$ cat config.mk
export PLATFORM = sky130hd
export DESIGN_NAME = bcfg_top
export DESIGN_NICKNAME = d
export VERILOG_FILES = /design/src/rtl/bcfg_pkg.sv /design/src/rtl/bcfg_regs.sv /design/src/rtl/bcfg_rdmux.sv /design/src/rtl/bcfg_iowin.sv /design/src/rtl/bcfg_top.sv
export SDC_FILE = /design/constraint.sdc
export NUM_CORES = 1
export LEC_CHECK = 0
export ABC_AREA = 1
export BUFFER_PORTS_ARGS = -buffer_cell sky130_fd_sc_hd__buf_2
export CAP_MARGIN = 20
export CORE_MARGIN = 2
export CORE_UTILIZATION = 30
export DETAILED_ROUTE_END_ITERATION = 12
export PLACE_DENSITY = 0.54
export SKIP_CTS_REPAIR_TIMING = 1
export SLEW_MARGIN = 10
export SYNTH_ARGS = -nofsm -noshare
export SYNTH_HDL_FRONTEND = slang
export SYNTH_SLANG_ARGS = --single-unit
$ cat constraint.sdc
create_clock -name clk -period 1.8 [get_ports clk]
set_clock_uncertainty 0.05 [all_clocks]
set_input_delay 0.18 -clock clk [delete_from_list [all_inputs] [get_ports clk]]
set_output_delay 0.18 -clock clk [all_outputs]
set_load 0.05 [all_outputs]
$ cat src/rtl/bcfg_pkg.sv
package bcfg_pkg;

    localparam int DATA_W  = 32;
    localparam int BE_W    = DATA_W / 8;
    localparam int IOA_W   = 32;
    localparam int GRAN_W  = 12;
    localparam int UP_W    = 16;

    // dword indices of the mapped words
    localparam int DW_IDENT = 2;
    localparam int DW_MISC  = 3;
    localparam int DW_BUS   = 6;
    localparam int DW_IOWIN = 7;
    localparam int DW_IOUP  = 12;

    localparam logic [7:0]  REV_ID_VAL   = 8'h01;
    localparam logic [23:0] CLASS_VAL    = 24'h060400;
    localparam logic [3:0]  IO32_CODE    = 4'b0001;
    localparam logic [7:0]  CLS_MAX      = 8'h10;

    typedef struct packed {
        logic [7:0]            cls;
        logic [7:0]            plat;
        logic [BE_W-1:0][7:0]  bus;     // pbus, sbus, subus, slat
        logic [3:0]            io_bnib;
        logic [3:0]            io_lnib;
        logic [BE_W-1:0][7:0]  ioup;    // base[15:0] low half, limit high half
    } cfg_state_t;

    typedef struct packed {
        logic [UP_W-1:0] up;
        logic [3:0]      nib;
    } io_bound_t;

    function automatic logic cls_legal(input logic [7:0] v);
        return ((v & (v - 8'd1)) == 8'd0) && (v <= CLS_MAX);
    endfunction

    function automatic logic [7:0] lane_merge(input logic [7:0] old_v,
                                              input logic [7:0] new_v,
                                              input logic en);
        return en ? new_v : old_v;
    endfunction

    function automatic logic [7:0] hdr_for(input int fn);
        return (fn == 0) ? 8'h81 : 8'h01;
    endfunction

endpackage

$ cat src/rtl/bcfg_regs.sv
module bcfg_regs
    import bcfg_pkg::*;
#(
    parameter int OFF_W = 6
) (
    input  logic                clk,
    input  logic                rst,
    input  logic                wr,
    input  logic [OFF_W-1:0]    off,
    input  logic [BE_W-1:0]     be,
    input  logic [DATA_W-1:0]   wdata,
    output cfg_state_t          st
);

    localparam logic [OFF_W-1:0] O_MISC  = OFF_W'(DW_MISC);
    localparam logic [OFF_W-1:0] O_BUS   = OFF_W'(DW_BUS);
    localparam logic [OFF_W-1:0] O_IOWIN = OFF_W'(DW_IOWIN);
    localparam logic [OFF_W-1:0] O_IOUP  = OFF_W'(DW_IOUP);

    cfg_state_t q;
    logic [BE_W-1:0][7:0] wbytes;

    assign wbytes = wdata;

    always_ff @(posedge clk) begin
        if (rst) begin
            q <= '0;
        end else if (wr) begin
            if (off == O_MISC) begin
                if (be[0] && cls_legal(wbytes[0]))
                    q.cls <= wbytes[0];
                q.plat <= lane_merge(q.plat, wbytes[1], be[1]);
            end
            if (off == O_BUS) begin
                for (int i = 0; i < BE_W; i++)
                    q.bus[i] <= lane_merge(q.bus[i], wbytes[i], be[i]);
            end
            if (off == O_IOWIN) begin
                if (be[0]) q.io_bnib <= wbytes[0][7:4];
                if (be[1]) q.io_lnib <= wbytes[1][7:4];
            end
            if (off == O_IOUP) begin
                for (int i = 0; i < BE_W; i++)
                    q.ioup[i] <= lane_merge(q.ioup[i], wbytes[i], be[i]);
            end
        end
    end

    assign st = q;

endmodule

$ cat src/rtl/bcfg_rdmux.sv
module bcfg_rdmux
    import bcfg_pkg::*;
#(
    parameter int OFF_W    = 6,
    parameter int FUNC_NUM = 0
) (
    input  logic                clk,
    input  logic                rst,
    input  logic                rd,
    input  logic [OFF_W-1:0]    off,
    input  cfg_state_t          st,
    output logic [DATA_W-1:0]   rdata
);

    localparam logic [OFF_W-1:0] O_IDENT = OFF_W'(DW_IDENT);
    localparam logic [OFF_W-1:0] O_MISC  = OFF_W'(DW_MISC);
    localparam logic [OFF_W-1:0] O_BUS   = OFF_W'(DW_BUS);
    localparam logic [OFF_W-1:0] O_IOWIN = OFF_W'(DW_IOWIN);
    localparam logic [OFF_W-1:0] O_IOUP  = OFF_W'(DW_IOUP);

    logic [7:0]        hdr;
    logic [DATA_W-1:0] word;
    logic [DATA_W-1:0] rdata_q;

    generate
        if (FUNC_NUM == 0) begin : g_fn0
            assign hdr = hdr_for(0);
        end else begin : g_fn1
            assign hdr = hdr_for(1);
        end
    endgenerate

    always_comb begin
        word = '0;
        unique case (off)
            O_IDENT: word = {CLASS_VAL, REV_ID_VAL};
            O_MISC:  word = {8'h00, hdr, st.plat, st.cls};
            O_BUS:   word = st.bus;
            O_IOWIN: word = {16'h0000, st.io_lnib, IO32_CODE, st.io_bnib, IO32_CODE};
            O_IOUP:  word = st.ioup;
            default: word = '0;
        endcase
    end

    always_ff @(posedge clk) begin
        if (rst)
            rdata_q <= '0;
        else if (rd)
            rdata_q <= word;
    end

    assign rdata = rdata_q;

endmodule

$ cat src/rtl/bcfg_iowin.sv
module bcfg_iowin
    import bcfg_pkg::*;
(
    input  io_bound_t           lo,
    input  io_bound_t           hi,
    input  logic [IOA_W-1:0]    addr,
    output logic                hit
);

    logic [IOA_W-1:0] lo_addr;
    logic [IOA_W-1:0] hi_addr;

    assign lo_addr = {lo, {GRAN_W{1'b0}}};
    assign hi_addr = {hi, {GRAN_W{1'b1}}};
    assign hit     = (addr >= lo_addr) && (addr <= hi_addr);

endmodule

$ cat src/rtl/bcfg_top.sv
module bcfg_top
    import bcfg_pkg::*;
#(
    parameter int OFF_W    = 6,
    parameter int FUNC_NUM = 0
) (
    input  logic                clk,
    input  logic                rst,
    input  logic [OFF_W-1:0]    cfg_off,
    input  logic [BE_W-1:0]     cfg_be,
    input  logic [DATA_W-1:0]   cfg_wdata,
    input  logic                cfg_wr,
    input  logic                cfg_rd,
    output logic [DATA_W-1:0]   cfg_rdata,
    input  logic [IOA_W-1:0]    io_addr,
    output logic                io_fwd
);

    cfg_state_t st;
    io_bound_t  win_lo;
    io_bound_t  win_hi;

    bcfg_regs #(.OFF_W(OFF_W)) u_regs (
        .clk   (clk),
        .rst   (rst),
        .wr    (cfg_wr),
        .off   (cfg_off),
        .be    (cfg_be),
        .wdata (cfg_wdata),
        .st    (st)
    );

    bcfg_rdmux #(.OFF_W(OFF_W), .FUNC_NUM(FUNC_NUM)) u_rdmux (
        .clk   (clk),
        .rst   (rst),
        .rd    (cfg_rd),
        .off   (cfg_off),
        .st    (st),
        .rdata (cfg_rdata)
    );

    assign win_lo = '{up: {st.ioup[1], st.ioup[0]}, nib: st.io_bnib};
    assign win_hi = '{up: {st.ioup[3], st.ioup[2]}, nib: st.io_lnib};

    bcfg_iowin u_iowin (
        .lo   (win_lo),
        .hi   (win_hi),
        .addr (io_addr),
        .hit  (io_fwd)
    );

endmodule

==> results of run 1 <==
[sequential cells by signal (all words and copies together) (netlist names)]
register,count
u_rdmux.rdata,32
u_regs.st,88
[cell type report]
class | instances | area share, %
Inverter | 108 | 4.97
Clock buffer | 19 | 5.49
Timing Repair Buffer | 165 | 12.1
Multi-Input combinational cell | 603 | 42.0
Clock inverter | 13 | 2.05
Sequential cell | 120 | 29.3
Tap cell | 270 | 4.09
[power by group]
part / internal [W] / switching [W] / total, W
Sequential: 0.00266 / 0.00000346 / 0.00267
Clock: 0.00227 / 0.00132 / 0.00359
Combinational: 0.000222 / 0.000337 / 0.000558
[path summary, 6_finish.rpt]
check                 from                 to  slack (ps)  cells after the start
min reg2reg  u_regs.st[59]      u_regs.st[59]         400                      2
min          cfg_wdata[26]      u_regs.st[66]         -10                      3
max           u_regs.st[3]             io_fwd        -330                     13
max reg2reg  u_regs.st[17]  u_rdmux.rdata[17]         610                      5
[critical path, delay by kind of cell, from the launching register on]
| kind | cells | cell delay (ps) |
|---|---|---|
| buffers and inverters | 4 | 350 |
| and+or+nand+nor | 8 | 540 |
| DFF | 1 | 320 |
| adders and majority gates | 1 | 280 |
[metrics by stage]
step	utilization, %	total power, W	cell area, um2
after floorplan	-	0.00298	6080
after global placement	35.5	0.00319	7120
after detailed placement	35.5	0.00320	7120
after CTS	38.6	0.00679	7740
after global routing	41.2	0.00708	8250
final	41.2	0.00682	8250
[cell usage after synthesis, drive strengths merged, types with 2 or more instances]
cell type  count
and3           2
nand2        192
buf           20
o22ai          8
a21o           2
nand4          3
dfxtp        120
o21ai         94
ha            40
inv          106
a21oi        101
nor2         127
clkbuf        15
nand3         29
clkinv         2
[cells by family after synthesis]
family	count (synthesis)	synth area share, %
AOI/OAI and AO/OA	207	17.5
and+or+nand+nor	356	24.4
DFF	120	39.5
buffers and inverters	143	10.3
adders and majority gates	40	8.23
[metal layers]
metal	vias up	share of wire, %
met1	2570	48
met4	2	1.8
met5	-	0.059
met2	106	47
li1	3094	-
met3	24	3.6
==> flow_summary.json, run 1 <==
{
  "status": "complete, but fails checks",
  "violations": "hold timing, setup timing",
  "gr-usage-met2_pct": 28.1,
  "critPathSlowestCell": "dfxtp_1",
  "stdcell_count": 1298,
  "hp-class": "input pin to flop",
  "clock_path_buffers": 2,
  "dp_hpwl_um": 13500,
  "rsz0062_at_grt": "true",
  "clkSinkCount": 120,
  "synthFlopType": "dfxtp_1",
  "io_buffers": 110,
  "period_share_pct": 118,
  "grt_pass1_vias": 5299,
  "synth_top_area_share_pct": 39.5,
  "fin_ws_ps": -332,
  "fillers": 2145,
  "synth_seq_cells": 120,
  "synthCells": 866,
  "core_um2": 20000,
  "cts_tree": "yes",
  "path_class": "flop to primary output",
  "routabilityCongestion": 0.801,
  "use_met1_pct": 22.9,
  "crit_top_cell": "nand2_1",
  "cp_data_arrival_time_ps": 1900,
  "root_buffer": "clkbuf_16",
  "final_common_cell": "nand2_1",
  "drv_cap": 0,
  "post-route-drc-count": 0,
  "async_flop_share_pct": 0,
  "end_kind": "primary output",
  "syn_area_per_cell_um2": 7.02,
  "grt-busiest-layer": "met2",
  "antenna_found_initial": 1,
  "grt_max_degree": 89,
  "met3_usage_pct": 3.62,
  "ys_warn_count": 0,
  "startpoint_type": "flop",
  "setup_violations": 1,
  "layout_common_cells": "nand2_1 (174), buf_2 (109), nor2_1 (108)",
  "yosysSeqAreaShare_pct": 39.5,
  "grt_pass1_wl_um": 28500,
  "via_count": 5796,
  "core.rowCount": 52,
  "fin_tns_setup_ps": -332,
  "place_worst_setup_slack_ps": -49.6,
  "max_freq_ghz": 0.469,
  "cts_max_level": 4,
  "ir_worst_vdd_mv": 0.485,
  "wl_per_cell_um": 14.3,
  "ioPinCount": 111,
  "die_w_um": 146,
  "powerDensity_nw_per_um2": 826,
  "synth.area.top_cells": "dfxtp_1 (40%), nand2_1 (12%), ha_1 (8.2%)",
  "drt_first_iter_violations": 427,
  "path_cells": "inv_1 -> ha_4 -> nand2_2 -> inv_1 -> nand2_1 -> nand2_1 -> nand2_1 -> nand2_1 -> nand2_1 -> nand4_1 -> nand2_1 -> inv_1 -> buf_6",
  "fp.dieArea_um2": 21400,
  "crit_path_max_fanout": 2,
  "drt_wl_total_um": 18600,
  "synth_area_um2": 6080,
  "numCtsBuffers": 17,
  "cp_slowest_stage_delay_ps": 320,
  "nNetsFinal": 1133,
  "seq_area_um2": 2420,
  "synthToLayoutAreaGrowth_pct": 35.7,
  "die_height_um": 146,
  "syn_nets": 984,
  "num_antenna_cells": 0,
  "hold_viol": 5,
  "yosysTopAreaCell": "dfxtp_1",
  "drtAntennaViolNets": 0,
  "drive_above_1_share_pct": 29.6,
  "dp_cells": 1259,
  "multi_input_area_um2": 3470,
  "slew_viol_final": 0,
  "path_clk_slew_ps": 60,
  "power_leakage_nw": 3.54,
  "via_per_inst": 4.47,
  "grt_util_all_layers_pct": 17.1,
  "min_period_ps": 2130,
  "tightest_slew_ps": 494,
  "synth_edf_count": 0,
  "relSlewSlack_pct": 67.1,
  "drtPass1Iterations": 6,
  "clk_latency_ps": 420,
  "crit_required_ps": 1570,
  "hold_ws_ps": -12.8,
  "start_util_pct": 30.3,
  "synth_cell_types": 31,
  "overflow": 0
}
Note: power is estimated with default switching activity, not from simulation.
==> run 2: changes to the inputs <==
SYNTH_HIERARCHICAL = 1   (was unset)
==> run 2 against run 1 <==
The flow still finishes with violations (hold timing, setup timing). Clock power is 7.2% lower. Count of clock-buffer cells in the layout is 2 lower. Synthesized cell count grew 15%. Largest cell class unchanged.
==> flow_summary.json, run 2 <==
{
  "r2r_slack_ps": 590,
  "grt_pass1_wl_um": 31300,
  "final_area_um2": 8790,
  "synthTopCellsByCount": "nor2_1 (233), nand2_1 (190), inv_1 (146)",
  "synthFlopType": "dfxtp_1",
  "stdcell_count": 1445,
  "start_util_pct": 30.7,
  "drtPass1Iterations": 5,
  "dp_hpwl_um": 15600,
  "post-route-drc-count": 0,
  "dp_cells": 1405,
  "grt_util_all_layers_pct": 18.0,
  "final_common_cell": "nor2_1",
  "via_per_inst": 4.49,
  "num_antenna_cells": 0,
  "worstReg2RegStart": "u_regs/st[7]",
  "clock_path_buffers": 2,
  "core.rowCount": 53,
  "synth_area_um2": 6500,
  "path_class": "flop to primary output",
  "via_count": 6485,
  "fin_tns_setup_ps": -343,
  "slew_viol_final": 0,
  "path_clk_slew_ps": 60,
  "fin_util_pct": 41.6,
  "die_height_um": 151,
  "rr_endpoint": "u_rdmux/rdata[7]",
  "ioPinCount": 111,
  "end_kind": "primary output",
  "fillers": 2284,
  "drive_above_1_share_pct": 27.4,
  "min_period_ps": 2140,
  "grt_pass1_vias": 5927,
  "cts_max_level": 4,
  "overflow": 0,
  "synth_top_area_share_pct": 37.0,
  "place_area_um2": 7690,
  "ir_worst_vdd_mv": 0.409,
  "fin_ws_ps": -343,
  "tightest_slew_ps": 418,
  "crit_path_max_fanout": 2,
  "core_um2": 21200,
  "clkSinkCount": 120,
  "drt_first_iter_violations": 431,
  "yosysSeqAreaShare_pct": 37.0,
  "drt_wl_total_um": 20300,
  "synthToLayoutAreaGrowth_pct": 35.2,
  "synth_edf_count": 0,
  "period_share_pct": 119,
  "cts_tree": "yes",
  "status": "complete, but fails checks",
  "io_buffers": 110,
  "async_flop_share_pct": 0,
  "violations": "hold timing, setup timing",
  "worstHoldEndpoint": "u_regs/st[29]",
  "routabilityCongestion": 0.864,
  "root_buffer": "clkbuf_16",
  "drtAntennaViolNets": 0,
  "synth_cell_types": 28,
  "hp-class": "input pin to flop",
  "crit_required_ps": 1570,
  "hold_viol": 8,
  "yosysMostFrequentCell": "nor2_1",
  "relSlewSlack_pct": 72.1,
  "whs_path_depth": 3,
  "setup_violations": 1,
  "synth.area.top_cells": "dfxtp_1 (37%), nor2_1 (13%), nand2_1 (11%)",
  "numCtsBuffers": 17,
  "die_w_um": 151,
  "grt_max_degree": 54,
  "powerDensity_nw_per_um2": 752,
  "cp_data_arrival_time_ps": 1910,
  "largest_register_ffs": 88,
  "max_freq_ghz": 0.467,
  "syn_area_per_cell_um2": 6.53,
  "clk_latency_ps": 420,
  "hold_ws_ps": -22.4,
  "syn_nets": 1113,
  "nNetsFinal": 1275,
  "power_leakage_nw": 3.76,
  "place_worst_setup_slack_ps": -42.6,
  "wl_per_cell_um": 14.1,
  "fp.dieArea_um2": 22900,
  "antenna_found_initial": 0,
  "hp-start": "cfg_wdata[29]",
  "ys_warn_count": 6,
  "layout_common_cells": "nor2_1 (227), nand2_1 (173), inv_1 (138)",
  "yosysTopAreaCell": "dfxtp_1",
  "drv_cap": 0,
  "synth_seq_cells": 120,
  "rsz0062_at_grt": "true",
  "synthCells": 995,
  "reg2reg_depth": 7,
  "startpoint_type": "flop"
}
==> run 2: cell types whose count changed in the layout (fill, tap and decap cells not counted), moves of 5 or more <==
cell and change:
a21oi_1 -46, clkinv_2 +5, dfxtp_1 -19, dfxtp_2 +19
inv_1 +60, inv_2 -14, nand4_1 +15, nor2_1 +119
nor2_4 +5, o22ai_1 -8
==> run 2: layer usage <==
metal | track usage (%) | share of wire, %
met5 | 0 | 0
met4 | 6.21 | 1.9
met3 | 3.34 | 6.0
met2 | 28.0 | 44
met1 | 24.9 | 48
==> run 2: kinds of logic (layout without fill, tap and decap cells) <==
family / Yosys count / in the layout / synth area share, %
compound gates: 150 / 150 / 11.7
fa+ha+maj: 40 / 40 / 7.70
buf+inv: 183 / 358 / 11.0
flops: 120 / 120 / 37.0
simple gates: 502 / 502 / 32.7
==> run 2: stage by stage <==
stage,hold slack [ps],power [W]
6_report,-22.4,0.00661
3_5_place_dp,376,0.00325
4_1_cts,-56.8,0.00660
5_1_grt,2.56,0.00689
2_1_floorplan,199,0.00300
3_3_place_gp,374,0.00324
==> run 2: worst max-delay path: stages (launching register included) <==
cell	delay [ps]
dfxtp_1	320
inv_1	50
ha_1	290
nand2_2	100
inv_1	50
nand2_1	60
nand2_1	60
a21oi_2	150
nand3_2	80
nand2_1	60
nand2_1	60
inv_1	60
buf_6	150
==> run 2: cell type report <==
class | count | area [um2] | share of cell area, %
inverters | 156 | 592 | 6.73
clock buffers | 17 | 425 | 4.84
well taps | 275 | 344 | 3.91
repair buffers | 170 | 1050 | 11.9
clock inverters | 15 | 155 | 1.76
multi-input cells | 692 | 3780 | 43.0
flip-flops and latches | 120 | 2440 | 27.8
==> run 2: how the worst max path moves through the flow <==
| stage | start | end | depth (start not counted) |
|---|---|---|---|
| after floorplan | u_regs/st[31] | io_fwd | 11 |
| after global placement | u_regs/st[27] | io_fwd | 12 |
| after detailed placement | u_regs/st[31] | io_fwd | 12 |
| after CTS | u_regs/st[31] | io_fwd | 12 |
| after global routing | u_regs/st[3] | io_fwd | 11 |
| final | u_regs/st[30] | io_fwd | 12 |
==> run 2: power by group <==
part | switching (W) | internal (W)
sequential | 0.00000465 | 0.00267
combinational | 0.000371 | 0.000241
clock | 0.00129 | 0.00204
total | 0.00167 | 0.00494
